==> config.mk <==
export PLATFORM = sky130hd
export DESIGN_NAME = observer_bank
export DESIGN_NICKNAME = d
export VERILOG_FILES = /design/src/rtl/obs_pkg.sv /design/src/rtl/obs_mode_dec.sv /design/src/rtl/obs_feedback.sv /design/src/rtl/obs_hit_unit.sv /design/src/rtl/observer_bank.sv
export SDC_FILE = /design/constraint.sdc
export NUM_CORES = 1
export LEC_CHECK = 0
export ABC_CLOCK_PERIOD_IN_PS = 2400
export CORE_MARGIN = 5
export CORE_UTILIZATION = 47
export CTS_CLUSTER_SIZE = 20
export DETAILED_ROUTE_END_ITERATION = 7
export PLACE_DENSITY = 0.89
export SLEW_MARGIN = 20
export SYNTH_ARGS = -nofsm -noshare
export SYNTH_HDL_FRONTEND = slang
export SYNTH_SLANG_ARGS = --single-unit
==> constraint.sdc <==
create_clock -name clk -period 2.4 [get_ports clk]
set_clock_uncertainty 0.05 [all_clocks]
set_input_delay 0.48 -clock clk [delete_from_list [all_inputs] [get_ports clk]]
set_output_delay 0.48 -clock clk [all_outputs]
set_load 0.005 [all_outputs]
==> src/rtl/obs_pkg.sv <==
package obs_pkg;
  typedef enum logic [2:0] {
    M_IDLE     = 3'd0,
    M_SYS_SCAN = 3'd1,
    M_SYS_GEN  = 3'd2,
    M_TST_SCAN = 3'd3,
    M_ONL_GEN  = 3'd4,
    M_CMP      = 3'd5
  } obs_mode_e;
endpackage

==> src/rtl/obs_mode_dec.sv <==
module obs_mode_dec
  import obs_pkg::*;
(
  input  logic      sel_sys,
  input  logic      sel_tst,
  input  logic      fb_open,
  input  logic      hit_force,
  output obs_mode_e mode
);
  always_comb begin
    mode = M_IDLE;
    if (sel_sys && sel_tst)
      mode = fb_open ? M_SYS_SCAN : M_SYS_GEN;
    else if (!sel_sys && !sel_tst) begin
      if (fb_open && hit_force)        mode = M_TST_SCAN;
      else if (!fb_open && !hit_force) mode = M_ONL_GEN;
    end else if (!sel_sys && sel_tst && !fb_open)
      mode = M_CMP;
  end
endmodule

==> src/rtl/obs_feedback.sv <==
module obs_feedback #(
  parameter int          W    = 8,
  parameter logic [W-1:0] TAPS = 8'hB8
) (
  input  logic [W-1:0] cur,
  output logic [W-1:0] nxt
);
  logic [W-1:0] tapped;
  logic         lin_bit;
  logic         low_zero;

  for (genvar i = 0; i < W; i++) begin : g_tap
    if (TAPS[i]) begin : g_on
      assign tapped[i] = cur[i];
    end else begin : g_off
      assign tapped[i] = 1'b0;
    end
  end

  assign lin_bit  = ^tapped;
  assign low_zero = (cur[W-2:0] == '0);
  assign nxt      = {cur[W-2:0], lin_bit ^ low_zero};
endmodule

==> src/rtl/obs_hit_unit.sv <==
module obs_hit_unit
  import obs_pkg::*;
#(
  parameter int W = 8
) (
  input  obs_mode_e    mode,
  input  logic [W-1:0] test_q,
  input  logic [W-1:0] sys_q,
  input  logic         hit_in,
  input  logic         hit_force,
  output logic         hit_out,
  output logic         step_en
);
  logic [W-1:0] bit_eq;
  logic         match;

  for (genvar i = 0; i < W; i++) begin : g_cmp
    assign bit_eq[i] = ~(test_q[i] ^ sys_q[i]);
  end

  assign match = &bit_eq;

  always_comb begin
    hit_out = 1'b0;
    step_en = 1'b0;
    case (mode)
      M_ONL_GEN: begin
        hit_out = match;
        step_en = match;
      end
      M_CMP:   step_en = hit_force | hit_in;
      default: ;
    endcase
  end
endmodule

==> src/rtl/observer_bank.sv <==
module observer_bank
  import obs_pkg::*;
#(
  parameter int          W    = 8,
  parameter logic [W-1:0] TAPS = 8'hB8
) (
  input  logic         clk,
  input  logic         rst_n,
  input  logic         sel_sys,
  input  logic         sel_tst,
  input  logic         fb_open,
  input  logic         hit_force,
  input  logic         hit_in,
  input  logic         scan_in,
  input  logic [W-1:0] par_in,
  output logic [W-1:0] par_out,
  output logic         scan_out,
  output logic         hit_out
);
  localparam int MSB = W - 1;

  obs_mode_e    mode;
  logic [W-1:0] sys_q, sys_d, sys_step;
  logic [W-1:0] test_q, test_d, test_step;
  logic         step_en;

  obs_mode_dec u_dec (
    .sel_sys   (sel_sys),
    .sel_tst   (sel_tst),
    .fb_open   (fb_open),
    .hit_force (hit_force),
    .mode      (mode)
  );

  obs_feedback #(.W(W), .TAPS(TAPS)) u_fb_sys (
    .cur (sys_q),
    .nxt (sys_step)
  );

  obs_feedback #(.W(W), .TAPS(TAPS)) u_fb_test (
    .cur (test_q),
    .nxt (test_step)
  );

  obs_hit_unit #(.W(W)) u_hit (
    .mode      (mode),
    .test_q    (test_q),
    .sys_q     (sys_q),
    .hit_in    (hit_in),
    .hit_force (hit_force),
    .hit_out   (hit_out),
    .step_en   (step_en)
  );

  always_comb begin
    case (mode)
      M_SYS_SCAN: sys_d = {sys_q[MSB-1:0], scan_in};
      M_SYS_GEN:  sys_d = sys_step;
      default:    sys_d = par_in;
    endcase
  end

  always_comb begin
    test_d = test_q;
    case (mode)
      M_TST_SCAN: test_d = {test_q[MSB-1:0], scan_in};
      M_ONL_GEN:  if (step_en) test_d = test_step;
      M_CMP:      if (step_en) test_d = test_step ^ par_in;
      default:    ;
    endcase
  end

  always_ff @(posedge clk or negedge rst_n) begin
    if (!rst_n) begin
      sys_q  <= '0;
      test_q <= '0;
    end else begin
      sys_q  <= sys_d;
      test_q <= test_d;
    end
  end

  assign par_out  = sys_q;
  assign scan_out = sel_sys ? sys_q[MSB] : test_q[MSB];
endmodule

-- Word-level counts from Yosys, hierarchy flattened
Cells that the tools add are included.
- flip-flop bits (word level): 16
- latch bits: 0
- memory bits (writable): 0
- bits in read-only memories: 0
- input bits: 16
- output and inout port bits: 10
- word-level logic and storage cells: 59
- memories: 0
- $add $sub $neg: 0
- multipliers: 0
- divide/modulo/power cells: 0
- magnitude comparators: 0
- eq/ne operators: 7
- shift operators: 0
- multiplexer cells: 13
- bitwise gates (word level): 20
- reductions and logical operators: 17
- operator list (kind ; count):
    $pmux 8 s3 ; 1
    $mux 8 ; 2
    $pmux 8 s2 ; 1
    $reduce_xor 8->1 ; 2
    $mux 3 ; 5
    $logic_not 7->1 ; 2
    $xor 1x1->1 ; 10
    $not 1->1 ; 8
    $reduce_and 8->1 ; 1
    $xor 8x8->8 ; 1
    $eq 3x2->1 const B ; 2
    $eq 3x3->1 const B ; 2
    $logic_and 1x1->1 ; 6
    $logic_not 1->1 ; 4
    $ne 2x2->1 const B ; 2
    $eq 3x1->1 const B ; 1
    $reduce_and 3->1 ; 1
    $reduce_bool 3->1 ; 1
    $mux 1 ; 2
    $mux 2 ; 1
    $pmux 1 s2 ; 1
    $or 1x1->1 ; 1

-- Depth between registers and ports, before layout
- depth in word-level cells: 10
- depth in mapped cells: 7
- mapped depth without buffers: 7

-- Hierarchy
Synthesis repeated with hierarchy kept, for this count alone.
- cell total of the unflattened synthesis: 167
- area, all modules: 1507.7 um^2
- by module, submodules not included (module ; instances ; cells an instance ; area each (um^2) ; sequential area each (um^2)):
    observer_bank ; 1 ; 114 ; 1097.3 ; 400.4
    obs_feedback ; 2 ; 15 ; 118.9 ; 0.0
    obs_hit_unit ; 1 ; 15 ; 120.1 ; 0.0
    obs_mode_dec ; 1 ; 8 ; 52.6 ; 0.0

-- Worst setup path before layout
No wires, ideal clock.
- path kind: input -> register
- start point: input sel_tst
- end point: register test_q[0]
- library setup time: 0.125 ns
- data arrival time: 1.657 ns
- data required time: 2.225 ns
- setup slack: 0.568 ns
- stages: 5
- buffers on the path: 0
- cells stage by stage: inv_1 a211oi_1 nand4_1 o22ai_4 mux2_2
- word-level cells in the longest chain between the ends: 9
- elaborated cells between the ends (all ways): 17
- classes of those cells: 5 x eq/ne; 5 x mux; 7 x reduce/logical
- ends and longest elaborated chain (what ; RTL line ; RTL):
    from (decl) ; observer_bank.sv:10 ; input logic sel_tst,
    $logic_and 1x1->1 (2 in series) ; obs_mode_dec.sv:17 ; end else if (!sel_sys && sel_tst && !fb_open)
    $mux 3 ; obs_mode_dec.sv:17 ;
    $mux 3 ; obs_mode_dec.sv:14 ; else if (!sel_sys && !sel_tst) begin
    $mux 3 * ; obs_mode_dec.sv:12 ; if (sel_sys && sel_tst)
    $eq 3x3->1 ; obs_hit_unit.sv:26, observer_bank.sv:65 ;
    $pmux 1 s2 ; obs_hit_unit.sv:26 ; case (mode)
    $ne 2x2->1 (no source line) ; -- ;
    $reduce_and 3->1 (no source line) ; -- ;
    to (signal assigned) ; observer_bank.sv:79 ; test_q <= test_d;
    to (decl) ; observer_bank.sv:24 ; logic [W-1:0] test_q, test_d, test_step;
Mark *: on every way between the ends. The rest lies on a longest branch, timed or not.
A chain may end at the register's enable or synchronous reset.

-- Final worst setup path
- start point: input sel_tst
- end point: output hit_out
- word-level cells in the longest chain between the ends: 7
- elaborated cells between the ends (all ways): 10
- classes of those cells: 1 x eq/ne; 4 x mux; 5 x reduce/logical
- ends and longest elaborated chain (what ; RTL line ; RTL):
    $logic_and 1x1->1 (2 in series) ; obs_mode_dec.sv:17 ;
    $mux 3 ; obs_mode_dec.sv:17 ;
    $mux 3 ; obs_mode_dec.sv:14 ;
    $mux 3 * ; obs_mode_dec.sv:12 ;
    $eq 3x3->1 * ; obs_hit_unit.sv:26 ;
    $mux 1 * ; obs_hit_unit.sv:26 ;
    to (decl) ; observer_bank.sv:18 ; output logic hit_out
Marks and branches as above.

==> flow_summary.json <==
{
  "overflow": 0,
  "syn_inst": 89,
  "nets": 152,
  "p_total_mw": 1.12,
  "synth-compound-area-share": 0.0618,
  "synthMuxAreaShare": 0.186,
  "antenna_found_initial": 0,
  "power.density_nw_per_um2": 805,
  "fin_crit_sh": 0.966,
  "row_count": 16,
  "wl_per_cell_um": 15.1,
  "min_period_ns": 2.32,
  "grt_max_degree": 17,
  "fmax_ghz": 0.431,
  "drv_slew": 0,
  "holdCritPathClass": "flip-flop to flip-flop",
  "wl_um": 2420,
  "crit_cells": 6,
  "drc_errors": 0,
  "ys_warn_count": 0,
  "placed_cell_area_um2": 1310,
  "worst_slew_pin_slew_ns": 0.721,
  "die_w_um": 55.0,
  "die_y_um": 55.0,
  "final_cell_area_um2": 1400,
  "ir_drop_uv": 503,
  "cpMaxStageDelayCell": "clkdlybuf4s50_1",
  "die-area_um2": 3020,
  "drt_iter0_markers": 11,
  "crit_type": "primary input to primary output",
  "insertion_delay_ns": 0.29,
  "status": "finished clean",
  "io_buffers": 25,
  "numCtsBuffers": 3,
  "n_antenna_cell": 0,
  "synth_top_area_frac": 0.421,
  "setup_violations": 0,
  "dp_hpwl_um": 1810,
  "cts_root_buf": "clkbuf_4",
  "worstPathArrival_ns": 1.79,
  "whs_ns": 0.526,
  "path_clk_slew_ns": 0.09,
  "areaGrowthSynthToFinish_pct": 46.8,
  "ant_nets": 0,
  "r2r-start": "test_q[5]",
  "whs_path_depth": 1,
  "rr_worst_depth": 6,
  "cts_sinks": 16,
  "crit_path_max_fanout": 2,
  "synthSimpleGateAreaFrac": 0.0974,
  "num_io_pins": 26,
  "min_to": "test_q[3]",
  "critPathLaunchType": "primary input",
  "clockBufferDepth": 2,
  "crit_path_cell_trace": "clkdlybuf4s50_1 > inv_1 > a211oi_2 > nand4_1 > nor2_1 > dlygate4sd2_1",
  "hp-start": "test_q[3]",
  "fillCellCount": 154,
  "multi_input_comb_area_um2": 539,
  "critPathMaxStageDelay_ns": 0.50,
  "regArea_um2": 400,
  "vias_per_cell": 5.12,
  "finalHoldViolations": 0,
  "via_count": 819,
  "core_region_area_um2": 1940,
  "synth-seq-cells": 16,
  "synth_top_area_cell": "dfrtp_1",
  "synth-xor-area-share": 0.184,
  "synth_area_per_cell_um2": 10.7,
  "grt_pass1_vias": 897,
  "postSynthNetCount": 107,
  "cp_top_family": "buffers and inverters",
  "synthAdderAreaFrac": 0.0263,
  "holdBufCountCts": 0,
  "synth_cell_type_count": 19,
  "gp_congestion": 0.859,
  "initial_core_util": 0.490,
  "cts_tree": "yes",
  "r2r_end": "test_q[7]",
  "synth_top_family_by_area": "multiplexers",
  "cts_max_level": 1,
  "reg2reg_setup_slack_ns": 0.30,
  "grt_pass1_wl_um": 4020,
  "end_kind": "primary output",
  "yosys-top-cells-area": "dfrtp_1, mux2_2, xnor2_1",
  "ys_seq_area_frac": 0.421,
  "drive_gt1_frac": 0.271,
  "critPathBufInv": 3,
  "critPathRequiredTime_ns": 1.87,
  "power.leakage_nw": 0.592,
  "track_usage": 0.189,
  "dr.pass1.iters": 4,
  "netlist_area_um2": 951,
  "timing.slew.headroom": 0.518,
  "maxCapViolCount": 0
}
[state kept, by name (all words and copies together), names as in the netlist]
register  flops
test_q        8
par_out       8
[per-stage QoR]
stage           util  worst slack, ns  instances  setup TNS [ns]
2_1_floorplan      -            0.568         89               0
3_3_place_gp   0.677           -0.142        151          -0.142
3_5_place_dp   0.677           -0.273        151           -1.22
4_1_cts        0.707           0.0704        157               0
5_1_grt        0.719         -0.00260        160        -0.00260
6_report       0.719           0.0815        160               0
[power by group]
part,internal (mW),switching [mW],total [mW]
registers,0.348,0.103,0.451
clock network,0.0925,0.0865,0.179
logic,0.298,0.196,0.494
total,0.739,0.385,1.12
[metal layers]
layer	global-route usage	share of wire	vias to the layer above
met1	0.204	0.40	390
li1	-	-	394
met5	0	0	-
met2	0.358	0.53	29
met4	0.0891	0.019	0
met3	0.0241	0.056	6
[cells in the final DEF (no fill, tap or decap), drive strengths merged]
| master | count |
|---|---|
| clkdlybuf4s50 | 23 |
| mux2 | 13 |
| nand3 | 1 |
| nor4 | 3 |
| xnor2 | 13 |
| a31oi | 1 |
| ha | 2 |
| nand4 | 1 |
| buf | 16 |
| a21oi | 2 |
| xor2 | 7 |
| nand2 | 12 |
| mux2i | 3 |
| dfrtp | 16 |
| o22ai | 1 |
| o21ai | 3 |
| inv | 5 |
| clkbuf | 4 |
| nor2 | 2 |
| nor3 | 2 |
| dlygate4sd2 | 2 |
| a211oi | 1 |
[worst max path at each step]
stage                            to  startpoint  slack (ns)
after floorplan           test_q[0]     sel_tst        0.57
after global placement      hit_out     sel_tst       -0.14
after detailed placement    hit_out     sel_tst       -0.27
after CTS                   hit_out     sel_tst        0.07
after global routing        hit_out   test_q[3]      -0.003
final                       hit_out     sel_tst        0.08
[cell usage after synthesis]
| cell type | instances |
|---|---|
| nor2_1 | 2 |
| xnor2_1 | 13 |
| a211oi_1 | 1 |
| clkbuf_1 | 1 |
| mux2i_1 | 3 |
| nor4_1 | 3 |
| o21ai_0 | 3 |
| a31oi_1 | 1 |
| xor2_1 | 7 |
| ha_1 | 2 |
| nand4_1 | 1 |
| nor3_1 | 2 |
| o22ai_4 | 1 |
| nand3_1 | 1 |
| inv_1 | 5 |
| mux2_2 | 13 |
| dfrtp_1 | 16 |
| a21oi_1 | 2 |
| nand2_1 | 12 |
[cell families after synthesis]
| family | Yosys count |
|---|---|
| buffers and inverters | 6 |
| and+or+nand+nor | 21 |
| AOI/OAI and AO/OA | 8 |
| xor gates and xnor gates | 20 |
| muxes | 16 |
| adders and majority gates | 2 |
| DFF | 16 |
[timing repair]
item,4_1_cts,5_1_grt
resized for setup,4,0
endpoints found under the hold margin,0,0
setup endpoints to repair,1,1
pin swaps,2,4
setup buffers,2,3
[cell type report]
class | instances | area share
clock buffer | 4 | 0.0260
inverter | 5 | 0.0134
multi-input combinational | 67 | 0.386
sequential | 16 | 0.287
tap | 27 | 0.0242
timing repair buffer | 41 | 0.263
(Power assumes the default switching activity.)
